## src/rtl/dma_pkg.sv

```systemverilog
package dma_pkg;
  typedef enum logic [2:0] {
    ST_IDLE,
    ST_ARM,
    ST_REQ,
    ST_ACCESS,
    ST_RDATA
  } dma_state_e;

  localparam logic [1:0] RS_ADDR  = 2'd0;
  localparam logic [1:0] RS_COUNT = 2'd1;
  localparam logic [1:0] RS_CTRL  = 2'd2;

  localparam int CB_START = 0;
  localparam int CB_DIR   = 1;
  localparam int CB_BURST = 2;
  localparam int CB_IE    = 3;
  localparam int CB_DONE  = 4;
endpackage

```

## src/rtl/dma_regfile.sv

```systemverilog
module dma_regfile
  import dma_pkg::*;
#(
  parameter int AW = 8,
  parameter int CW = 8,
  parameter int DW = 16
) (
  input  logic          clk,
  input  logic          rst,
  input  logic          cpu_sel,
  input  logic          cpu_wr,
  input  logic [1:0]    cpu_rs,
  input  logic [DW-1:0] cpu_wdata,
  output logic [DW-1:0] cpu_rdata,
  input  logic          busy,
  input  logic          step,
  input  logic          finish,
  output logic [AW-1:0] addr_q,
  output logic [CW-1:0] cnt_q,
  output logic          dir_q,
  output logic          burst_q,
  output logic          ie_q,
  output logic          start_q,
  output logic          done_q,
  output logic          abort_q,
  output logic          go
);
  logic          wr_idle;
  logic          wr_ctrl;
  logic          cnt_zero;
  logic [DW-1:0] rd_mux;
  logic          unused_wdata;

  assign unused_wdata = ^cpu_wdata;
  assign wr_idle  = cpu_sel & cpu_wr & ~busy;
  assign wr_ctrl  = cpu_sel & cpu_wr & (cpu_rs == RS_CTRL);
  assign cnt_zero = (cnt_q == '0);
  assign go       = wr_idle && (cpu_rs == RS_CTRL) && cpu_wdata[CB_START] && !cnt_zero;

  always_comb begin
    rd_mux = '0;
    case (cpu_rs)
      RS_ADDR:  rd_mux[AW-1:0] = addr_q;
      RS_COUNT: rd_mux[CW-1:0] = cnt_q;
      RS_CTRL: begin
        rd_mux[CB_START] = start_q;
        rd_mux[CB_DIR]   = dir_q;
        rd_mux[CB_BURST] = burst_q;
        rd_mux[CB_IE]    = ie_q;
        rd_mux[CB_DONE]  = done_q;
      end
      default: rd_mux = '0;
    endcase
  end

  always_ff @(posedge clk) begin
    if (rst) begin
      addr_q    <= '0;
      cnt_q     <= '0;
      dir_q     <= 1'b0;
      burst_q   <= 1'b0;
      ie_q      <= 1'b0;
      start_q   <= 1'b0;
      done_q    <= 1'b0;
      abort_q   <= 1'b0;
      cpu_rdata <= '0;
    end else begin
      if (wr_idle) begin
        case (cpu_rs)
          RS_ADDR:  addr_q <= cpu_wdata[AW-1:0];
          RS_COUNT: cnt_q  <= cpu_wdata[CW-1:0];
          RS_CTRL: begin
            dir_q   <= cpu_wdata[CB_DIR];
            burst_q <= cpu_wdata[CB_BURST];
            ie_q    <= cpu_wdata[CB_IE];
            start_q <= go;
            done_q  <= cpu_wdata[CB_START] & cnt_zero;
          end
          default: ;
        endcase
      end else if (step) begin
        addr_q <= addr_q + 1'b1;
        cnt_q  <= cnt_q - 1'b1;
      end
      if (busy && wr_ctrl && !cpu_wdata[CB_START]) abort_q <= 1'b1;
      if (finish) begin
        start_q <= 1'b0;
        done_q  <= 1'b1;
        abort_q <= 1'b0;
      end
      if (cpu_sel && !cpu_wr) cpu_rdata <= rd_mux;
    end
  end
endmodule

```

## src/rtl/dma_seq.sv

```systemverilog
module dma_seq
  import dma_pkg::*;
#(
  parameter int CW = 8
) (
  input  logic          clk,
  input  logic          rst,
  input  logic          go,
  input  logic          dreq,
  input  logic          bus_grant,
  input  logic          dir_q,
  input  logic          burst_q,
  input  logic          abort_q,
  input  logic [CW-1:0] cnt_q,
  output logic          busy,
  output logic          step,
  output logic          finish,
  output logic          bus_req,
  output logic          dack,
  output logic          mem_en,
  output logic          mem_we
);
  dma_state_e st;
  logic       word_end;
  logic       last;

  always_comb begin
    word_end = ((st == ST_ACCESS) && dir_q) || (st == ST_RDATA);
    last     = abort_q || ((st == ST_ACCESS) ? (cnt_q == CW'(1)) : (cnt_q == '0));
    finish   = (word_end && last) || (((st == ST_ARM) || (st == ST_REQ)) && abort_q);
    busy     = (st != ST_IDLE);
    step     = (st == ST_ACCESS);
    mem_en   = (st == ST_ACCESS);
    mem_we   = (st == ST_ACCESS) && dir_q;
    dack     = word_end;
  end

  always_ff @(posedge clk) begin
    if (rst) begin
      st      <= ST_IDLE;
      bus_req <= 1'b0;
    end else if (word_end) begin
      if (last) begin
        bus_req <= 1'b0;
        st      <= ST_IDLE;
      end else if (burst_q) begin
        st <= bus_grant ? ST_ACCESS : ST_REQ;
      end else begin
        bus_req <= 1'b0;
        st      <= ST_ARM;
      end
    end else begin
      case (st)
        ST_IDLE: if (go) st <= ST_ARM;
        ST_ARM: begin
          if (abort_q) begin
            st <= ST_IDLE;
          end else if (dreq && !bus_grant) begin
            bus_req <= 1'b1;
            st      <= ST_REQ;
          end
        end
        ST_REQ: begin
          if (abort_q) begin
            bus_req <= 1'b0;
            st      <= ST_IDLE;
          end else if (bus_grant) begin
            st <= ST_ACCESS;
          end
        end
        ST_ACCESS: st <= ST_RDATA;
        default:   st <= ST_IDLE;
      endcase
    end
  end
endmodule

```

## src/rtl/dma_busmaster.sv

```systemverilog
module dma_busmaster
  import dma_pkg::*;
#(
  parameter int AW = 8,
  parameter int CW = 8,
  parameter int DW = 16
) (
  input  logic          clk,
  input  logic          rst,
  input  logic          cpu_sel,
  input  logic          cpu_wr,
  input  logic [1:0]    cpu_rs,
  input  logic [DW-1:0] cpu_wdata,
  output logic [DW-1:0] cpu_rdata,
  input  logic          dreq,
  output logic          dack,
  input  logic [DW-1:0] per_wdata,
  output logic [DW-1:0] per_rdata,
  output logic          bus_req,
  input  logic          bus_grant,
  output logic          mem_en,
  output logic          mem_we,
  output logic [AW-1:0] mem_addr,
  output logic [DW-1:0] mem_wdata,
  input  logic [DW-1:0] mem_rdata,
  output logic          irq
);
  logic [AW-1:0] addr_q;
  logic [CW-1:0] cnt_q;
  logic dir_q, burst_q, ie_q, start_q, done_q, abort_q, go;
  logic busy, step, finish;

  dma_regfile #(.AW(AW), .CW(CW), .DW(DW)) regs_i (
    .clk(clk), .rst(rst), .cpu_sel(cpu_sel), .cpu_wr(cpu_wr), .cpu_rs(cpu_rs),
    .cpu_wdata(cpu_wdata), .cpu_rdata(cpu_rdata), .busy(busy), .step(step),
    .finish(finish), .addr_q(addr_q), .cnt_q(cnt_q), .dir_q(dir_q),
    .burst_q(burst_q), .ie_q(ie_q), .start_q(start_q), .done_q(done_q),
    .abort_q(abort_q), .go(go)
  );

  dma_seq #(.CW(CW)) seq_i (
    .clk(clk), .rst(rst), .go(go), .dreq(dreq), .bus_grant(bus_grant),
    .dir_q(dir_q), .burst_q(burst_q), .abort_q(abort_q), .cnt_q(cnt_q),
    .busy(busy), .step(step), .finish(finish), .bus_req(bus_req),
    .dack(dack), .mem_en(mem_en), .mem_we(mem_we)
  );

  assign mem_addr  = addr_q;
  assign mem_wdata = per_wdata;
  assign per_rdata = mem_rdata;
  assign irq       = done_q & ie_q;
endmodule

```

## config.mk

```make
export PLATFORM = sky130hd
export DESIGN_NAME = dma_busmaster
export DESIGN_NICKNAME = d
export VERILOG_FILES = /design/src/rtl/dma_pkg.sv /design/src/rtl/dma_regfile.sv /design/src/rtl/dma_seq.sv /design/src/rtl/dma_busmaster.sv
export SDC_FILE = /design/constraint.sdc
export NUM_CORES = 1
export LEC_CHECK = 0
export BUFFER_PORTS_ARGS = -buffer_cell sky130_fd_sc_hd__buf_2
export CORE_MARGIN = 2
export CORE_UTILIZATION = 47
export DETAILED_ROUTE_END_ITERATION = 16
export PLACE_DENSITY = 0.89
export SETUP_SLACK_MARGIN = 0.4
export SLEW_MARGIN = 15
export SYNTH_ARGS = -nofsm -noshare
export SYNTH_HDL_FRONTEND = slang
export SYNTH_SLANG_ARGS = --single-unit
```

## constraint.sdc

```tcl
create_clock -name clk -period 2 [get_ports clk]
set_input_delay 0.2 -clock clk [delete_from_list [all_inputs] [get_ports clk]]
set_output_delay 0.2 -clock clk [all_outputs]
set_load 0.1 [all_outputs]
```

After elaboration in Yosys (flattened, before gate mapping) --
Cells that the tools add are included.
Word-level totals: bits in registers 34, input port bits 56, output and inout port bits 61
Cells by class: $add $sub $neg 2, equal/unequal tests 16, mux-type cells 29, bitwise operators 6, reduce and logical (&&, ||, !) cells 33
Operators with widths (count):
- 8-bit 2-to-1 mux | 6
- 3-bit 2-to-1 mux | 8
- 5-bit one-hot mux with 3 select lines | 1
- 3-bit inequality test, second input constant | 4
- 3-bit one-hot mux with 4 select lines | 1
- 1-bit 2-to-1 mux | 11
- 1-bit logical AND | 10
- 8-bit by 1-bit adder with 8-bit output, second input constant | 1
- 8-bit by 1-bit == test with 1-bit output, second input constant | 1
- 8-bit logical NOT | 1
- 4-bit inequality test, second input constant | 2
- 2-bit AND reduction | 4
- 8-bit by 1-bit subtractor with 8-bit output, second input constant | 1
- 3-bit by 2-bit == test with 1-bit output, second input constant | 2
- 3-bit one-hot mux with 2 select lines | 1
- 2-bit nonzero test | 3
- 3-bit nonzero test | 2
- 1-bit bitwise AND | 5
- 5-bit AND reduction | 1
- 1-bit logical NOT | 4
- 1-bit logical OR | 4
- 2-bit inequality test, second input constant | 2
- 3-bit by 1-bit == test with 1-bit output, second input constant | 1
- 3-bit == test, second input constant | 1
- other kinds (9) | 9

Longest topological paths before layout --
Gate-level depths: netlist (run 1).
word-level depth 9, gate-level depth with buffers 7

Hierarchy --
From an unflattened synthesis (run 1), not the netlist that was laid out.
Second synthesis, totals: cells, all modules 304, area, all modules 2469.9 µm²
Modules (own cells, without submodules):
- dma_regfile | times used 1, cells each 218, area an instance 1793.0 µm², seq. area each 600.6 µm²
- dma_seq | times used 1, cells each 53, area an instance 430.4 µm², seq. area each 80.1 µm²
- dma_busmaster | times used 1, cells each 33, area an instance 246.5 µm², seq. area each 0.0 µm²

Worst setup path before layout (run 1) --
Ideal clock, no wire load.
path type register to register, start point register seq_i.st[0], end point register seq_i.st[0], arrival time 2.449 ns, path slack -0.529 ns, cell stages (with the launch flop) 7, path buffers 1, period minus slack after synthesis 2.529 ns, path through dfxtp_1 > buf_2 > and4b_1 > a21o_2 > o2111ai_1 > and3_1 > a211oi_2
On the way: elaborated cells on any way between the ends 22, classes of those cells 7 x eq/ne; 4 x mux; 2 x bitwise; 9 x reduce/logical
RTL lines:
- from (decl) | RTL line dma_seq.sv:23 | dma_state_e st;
- from (signal assigned) | RTL line dma_seq.sv:47 | st <= bus_grant ? ST_ACCESS : ST_REQ;
- 3-bit by 2-bit == test with 1-bit output (*)
- 1-bit logical AND (*)
- net mem_we | RTL line dma_busmaster.sv:22 | output logic mem_we,
- 1-bit logical OR (*) | RTL line dma_seq.sv:28 | word_end = ((st == ST_ACCESS) && dir_q) || (st == ST_RDATA);
- net dack | RTL line dma_busmaster.sv:16 | output logic dack,
- 4-bit inequality test (no source line) or 3-bit inequality test (tied branches)
- 3-bit AND reduction (no source line)
The timed path passes the listed nets; every way through them passes the cells marked *. A chain may end at the register's enable or synchronous reset.

Final worst setup path (run 1) --
start point register seq_i.st[1], end point register regs_i.addr_q[0]
On the way: longest elaborated chain between the ends 5, elaborated cells on any way between the ends 8, classes of those cells 2 x eq/ne; 1 x mux; 2 x bitwise; 3 x reduce/logical
Ends and longest elaborated chain:
- 3-bit nonzero test | RTL line dma_seq.sv:31 | busy = (st != ST_IDLE);
- 1-bit inverter | RTL line dma_regfile.sv:35 | assign wr_idle = cpu_sel & cpu_wr & ~busy;
- 1-bit bitwise AND | RTL line dma_regfile.sv:35
- 2-bit inequality test (no source line) or 2-bit nonzero test (tied branches)
- 2-bit AND reduction (no source line)
- to (signal assigned) | RTL line dma_regfile.sv:70 | RS_ADDR: addr_q <= cpu_wdata[AW-1:0];
- to (signal assigned) | RTL line dma_regfile.sv:82 | addr_q <= addr_q + 1'b1;
- to (decl) | RTL line dma_regfile.sv:18 | output logic [AW-1:0] addr_q,
Parallel ways exist; a longest one is shown, timed or not.

==> results of run 1 <==
-- synthesized netlist by cell type, drive strengths merged (3+ instances only) --
cell / count / area, um^2
mux2i: 10 / 100
mux2: 3 / 33.8
and2: 4 / 25.0
a211oi: 6 / 50.1
a22oi: 4 / 30.0
nor2: 32 / 136
inv: 6 / 22.5
and3: 8 / 50.1
buf: 52 / 395
nand2b: 3 / 18.8
a21oi: 27 / 135
clkbuf: 6 / 42.5
a311oi: 3 / 26.3
nand3: 5 / 25.0
o21ai: 23 / 115
dfxtp: 34 / 681
nor2b: 8 / 50.1
nor3b: 5 / 37.5
ha: 4 / 50.1
nand2: 19 / 73.8
nor3: 15 / 103
-- repair_timing --
item,4_1_cts,5_1_grt
cloned,1,2
pin swaps,3,9
endpoints found under the setup margin,21,25
buffers inserted,2,12
resized for setup,14,21
-- stage by stage --
| stage | area (um^2) | util, % | hold WS (ns) | std cells |
|---|---|---|---|---|
| after CTS | 2560 | 50.5 | 0.181 | 380 |
| final | 2790 | 55.0 | 0.194 | 394 |
| after global routing | 2790 | 55.0 | 0.206 | 394 |
| after floorplan | 2520 | - | 0.340 | 313 |
| after detailed placement | 2400 | 47.2 | 0.401 | 369 |
| after global placement | 2400 | 47.2 | 0.401 | 369 |
-- per-layer routing --
layer,global-route usage [%],vias up,share of wire (%)
met1,25.1,1098,38
li1,-,1081,-
met5,0,-,0
met2,32.7,140,48
met3,5.33,44,9.3
met4,11.8,0,4.3
-- kinds of logic (layout without fill, tap and decap cells) --
kind of cell    after synthesis  in the layout  synth area share (%)
simple gates                109            110                  24.9
compound gates               81             83                  20.9
buf+inv                      64             72                  18.8
flops                        34             34                  27.8
mux                          13             13                  5.46
fa+ha+maj                     4              4                  2.04
other cells                   1              8                 0.153
-- power by group --
group          leakage [nW]  switching (mW)  internal, mW
clock network        0.0426           0.257         0.239
registers             0.282          0.0424         0.707
logic                 0.825           0.469         0.277
-- registers in the layout, indices dropped and copies added (netlist names) --
| signal | count |
|---|---|
| regs_i.abort_q | 1 |
| regs_i.addr_q | 8 |
| regs_i.burst_q | 1 |
| regs_i.cnt_q | 8 |
| regs_i.cpu_rdata | 8 |
| regs_i.dir_q | 1 |
| regs_i.done_q | 1 |
| regs_i.ie_q | 1 |
| regs_i.start_q | 1 |
| seq_i.bus_req | 1 |
| seq_i.st | 3 |
-- final timing paths --
check             slack, ns  cells after the start             endpoint
setup / recovery       0.32                      5     regs_i.addr_q[0]
hold / removal         0.19                      3       regs_i.burst_q
setup reg to reg       0.32                      5     regs_i.addr_q[0]
hold reg to reg        0.50                      2  regs_i.cpu_rdata[1]
-- critical path, stage by stage (launching register included) --
cell      delay [ns]
dfxtp_2         0.32
or3_4           0.46
buf_4           0.17
or3_1           0.35
a21oi_1         0.17
a311oi_1        0.07
-- cell type report --
cell class,count,area share [%]
well taps,70,3.14
repair buffers,58,15.1
flip-flops and latches,34,25.2
clock inverters,2,0.314
multi-input cells,218,52.9
clock buffers,6,2.60
inverters,6,0.806
==> run summary, run 1 <==
- **Setup violations, final** 0
- **Multi-input gate area** 1480 um^2
- **die area** 5810 um^2
- **Power Total** 1.99 mW
- **CTS H-Tree Depth** 2
- **aggregate negative setup slack** 0 ns
- **number of vias after detailed routing** 2363
- **hold path startpoint** cpu_wdata[2]
- **top library cells by usage in the layout, fill and taps aside** buf_2 (33), nor2_1 (30), a21oi_1 (27), dfxtp_1 (22), nand2_1 (17)
- **Sequential Area** 703 um^2
- **slew at the pin closest to its max-slew limit** 0.668 ns
- **CP required** 2.17 ns
- **portion of the post-synthesis area used by sequential elements** 27.8%
- **final number of hold-violating endpoints** 0
- **count of port buffers added during placement** 36
- **total grt overflow** 0
- **total power density per cell area** 713 nW/um^2
- **combined area of all synthesized cells** 2450 um^2
- **wire length of the first global-routing pass** 9590 um
- **vias in the first global route** 1990
- **hpwl dp** 4230 um
- **top_reg_cell synth** dfxtp_1
- **DRC violation total after the first TritonRoute iteration** 234
- **number of synthesized flops with an enable pin** 0
- **Max Cap Violations** 0
- **clock sinks** 34
- **Antenna Cells** 0
- **relative max-transition margin** 55.4%
- **total wirelength of the detailed-routed design** 6700 um
- **clock root buffer master** clkbuf_8
- **clock network latency to the later pin of the worst-skew pair** 0.29 ns
- **category of the most critical setup path** reg2reg
- **unrepaired setup endpoints after global routing** true
- **Gate Count Post-Synth** 306
- **placeable core region** 5070 um^2
- **final clock period utilization by the worst path** 83.8%
- **data arrival time at the worst-slack endpoint** 1.84 ns
- **area overhead of the layout relative to synthesis** 13.9%
- **launching point of the worst reg2reg path** seq_i.st[1]
- **peak ir drop on the vdd network** 0.000367 V
- **startpoint kind of the worst setup timing path** register
- **largest net degree at the start of global routing** 32
- **sort of element at the end of the critical path** register
- **vias per std cell** 6.00
- **run status** finished, final reports clean
- **critical path fanouts, max** 4
- **share of layout cells above drive strength 1** 34.0%
- **Initial DRT Pass Iterations** 5
- **post-route DRC violation count** 0
- **total global routing track utilization** 20.5%
- **die width** 76.2 um
- **count of warnings emitted by yosys** 0
- **detail-routed net length per standard cell** 17.0 um
- **achievable frequency** 597 MHz
- **shortest clock period the worst path allows after layout** 1.68 ns
- **number of synthesized register bits** 34
- **worst setup path start** seq_i.st[1]
- **Place WS** 0.301 ns
- **Min-Delay Path Class** in2reg
- **most common cell after layout, fill and taps aside** buf_2
- **starting density of the core** 48.3%
- **initial antenna violation count** 0
- **count of cell types in the netlist** 55
- **Post-DRT Antenna Nets** 0
- **CTS tree** built
- **number of hold buffers added after cts** 0
- **synthesized area per cell** 8.01 um^2
- **Synth async-reset ratio** 0%
- **Cell Rows** 26
- **fin worst setup slack** 0.324 ns
- **Clock Pin Slew Worst Setup and Hold Paths** 0.07 ns
- **routability-driven placement congestion ratio** 0.908
- **leakage component of the power** 1.15 nW
- **Die Y** 76.2 um
- **worst-case clock buffer depth** 2
- **final max-slew violation count** 0
- **total clock buffers created by CTS** 5
- **clock tree skew after final layout** 0.00544 ns
- **number of top-level pins** 117
- **fillcell total** 449
- **net count reported at finish** 383
Note: power is estimated with default switching activity, not from simulation.
==> inputs of run 2 (changes only) <==
CORE_UTILIZATION = 42   (was 47)
PLACE_DENSITY = 0.84   (was 0.89)
clock period = 1.5 ns   (was 2 ns; I/O delays follow)
==> run 2 against run 1 <==
  * The run now ends with negative setup slack left
  * Die area up 11%
  * Via count grew 6.2%
  * Final cell count increased by 6.3%
  * Flip-flop and latch count is the same
  * Sequential share of layout area decreased by 3.4 points
  * First-iteration DRC count down 19%
  * Register-to-register slack got worse by 0.42 ns
  * Wire length rose by 19%
  * Combinational power grew 61%
  * Clock-buffer cell count shrank 1
  * Critical path type is now reg2out
  * Critical endpoint is now mem_en
  * Highest routed layer unchanged
==> run summary, run 2 (synthesis results as in run 1) <==
- **depth of the most critical reg-to-reg path** 5, unchanged
- **utilization after layout** 60.8%, +5.7 points
- **total grt overflow** 0, unchanged
- **largest registers** regs_i.addr_q (8), regs_i.cnt_q (8), regs_i.cpu_rdata (8)
- **clock network latency to the later pin of the worst-skew pair** 0.30 ns, about the same
- **wire length of the first global-routing pass** 12100 um, +26%
- **run status** complete, but fails checks
- **critical-path cell list** buf_6 > and3b_4 > buf_6 > buf_6 > buf_12
- **vias in the first global route** 2497, +25%
- **Min-Delay Path Class** in2reg
- **net count reported at finish** 406, +6.0%
- **placeable core region** 5570 um^2, +9.8%
- **Die Y** 80.4 um, +5.5%
- **startpoint kind of the worst setup timing path** register
- **detail-routed net length per standard cell** 19.1 um, +12%
- **unrepaired setup endpoints after global routing** true
- **area overhead of the layout relative to synthesis** 38.1%
- **achievable frequency** 628 MHz
- **largest stage delay on the critical path** 0.36 ns, -0.10 ns
- **clock sinks** 34, unchanged
- **top library cells by usage in the layout, fill and taps aside** buf_4 (32), buf_6 (28), nor2_1 (26), a21oi_1 (19), dfxtp_2 (19)
- **aggregate negative setup slack** -1.09 ns, -1.09 ns
- **total wirelength of the detailed-routed design** 7990 um, +19%
- **total clock buffers created by CTS** 5, unchanged
- **CTS tree** built
- **die area** 6470 um^2, +11%
- **total global routing track utilization** 24.2%, +3.6 points
- **final max-slew violation count** 0, unchanged
- **relative max-transition margin** 63.3%, +7.8 points
- **number of hold buffers added after cts** 0, unchanged
- **starting density of the core** 44.0%, -4.3 points
- **CP required** 1.35 ns, -0.82 ns
- **count of port buffers added during placement** 36, unchanged
- **final number of hold-violating endpoints** 0, unchanged
- **data arrival time at the worst-slack endpoint** 1.44 ns, -0.40 ns
- **CTS H-Tree Depth** 2, unchanged
- **number of vias after detailed routing** 2510, +6.2%
- **Sequential Area** 738 um^2, +5.0%
- **Most Frequent Cell on Critical Path** buf_6
- **cell depth of the worst min-delay path** 3, unchanged
- **fin worst setup slack** -0.0921 ns, -0.416 ns
- **Initial DRT Pass Iterations** 5, unchanged
- **DRC violation total after the first TritonRoute iteration** 189, -19%
- **Cell Rows** 27, +3.8%
- **launching point of the worst reg2reg path** seq_i.st[2]
- **final clock period utilization by the worst path** 106%
- **most common cell after layout, fill and taps aside** buf_4
- **hpwl dp** 4630 um, +9.7%
- **Register-to-Register Setup Slack** -0.09 ns, -0.42 ns
- **category of the most critical setup path** reg2out
- **Multi-input gate area** 1690 um^2, +14%
- **worst-case clock buffer depth** 2, unchanged
- **number of top-level pins** 117, unchanged
- **endpoint with the worst hold slack** regs_i.ie_q
- **largest net degree at the start of global routing** 19, -41%
- **clock tree skew after final layout** 0.00651 ns, +0.00107 ns
- **total power density per cell area** 853 nW/um^2, +20%
- **Slowest-stage cell, CP** dfxtp_2
- **critical path fanouts, max** 5, +1
- **Antenna Cells** 0, unchanged
- **die width** 80.4 um, +5.5%
- **Power Total** 2.89 mW, +45%
- **Setup violations, final** 24, +24
- **peak ir drop on the vdd network** 0.000382 V, +4.3%
- **hold path startpoint** cpu_wdata[3]
- **clock root buffer master** clkbuf_8
- **routability-driven placement congestion ratio** 0.987, +8.6%
- **Post-DRT Antenna Nets** 0, unchanged
- **shortest clock period the worst path allows after layout** 1.59 ns
- **Clock Pin Slew Worst Setup and Hold Paths** 0.08 ns, about the same
- **slew at the pin closest to its max-slew limit** 0.550 ns, -0.118 ns
- **leakage component of the power** 1.34 nW, +16%
- **violations in the final reports** negative setup slack
- **worst reg2reg path endpoint** regs_i.burst_q
- **post-route DRC violation count** 0, unchanged
- **vias per std cell** 5.99, -0.12%
- **initial antenna violation count** 0, unchanged
- **largest delay contributor family on the critical path** buffers and inverters
- **Max Cap Violations** 0, unchanged
- **share of layout cells above drive strength 1** 53.6%, +20 points
- **fillcell total** 420, -6.5%
- **Critical path buffers and inverters** 4, +3
- **sort of element at the end of the critical path** output port
==> run 2: report_power, final <==
group / leakage (nW) / switching, mW / internal (mW)
logic: 1.00 / 0.739 / 0.464
clock network: 0.0416 / 0.379 / 0.318
registers: 0.291 / 0.0530 / 0.936
==> run 2: tightest hold or removal path: stages <==
cell	delay [ns]
buf_2	0.11
mux2i_1	0.07
nor2_1	0.07
==> run 2: per-layer routing <==
metal  vias to the layer above  routed length [um]  track usage, %
li1                       1123                   -               -
met4                         0                 381            14.1
met1                      1177                3140            29.3
met5                         -                   0               0
met3                        48                 656            6.74
met2                       162                3810            38.1
==> run 2: layout make-up <==
type                       instances  share of cell area (%)
multi-input combinational        217                    49.9
timing repair buffer              82                    22.5
sequential                        34                    21.8
tap                               72                    2.66
clock buffer                       5                    2.03
inverter                           6                   0.665
clock inverter                     3                   0.480
==> run 2: worst max path at each step <==
stage | slack, ns | cells after the start | to | from
final | -0.09 | 5 | mem_en | seq_i.st[1]
after global routing | -0.16 | 5 | regs_i.burst_q | seq_i.st[1]
after CTS | -0.04 | 5 | mem_en | seq_i.st[1]
after detailed placement | -0.13 | 5 | regs_i.addr_q[0] | seq_i.st[2]
after global placement | -0.09 | 6 | regs_i.addr_q[7] | seq_i.st[2]
after floorplan | -0.35 | 6 | seq_i.st[0] | seq_i.st[2]
==> run 2: timing repair <==
action | in CTS | in global routing
buffers inserted | 9 | 3
pin swaps | 19 | 16
endpoints found under the setup margin | 48 | 41
resized for setup | 80 | 42
gates cloned | 2 | 0
==> run 2: through the flow <==
stage                     worst slack (ns)  area, um^2  cells  hold slack [ns]
final                              -0.0921        3390    419            0.135
after global routing                -0.162        3390    419            0.130
after CTS                          -0.0415        3180    416            0.122
after detailed placement            -0.126        2720    397            0.301
after global placement             -0.0887        2720    397            0.301
after floorplan                     -0.348        2620    313            0.290
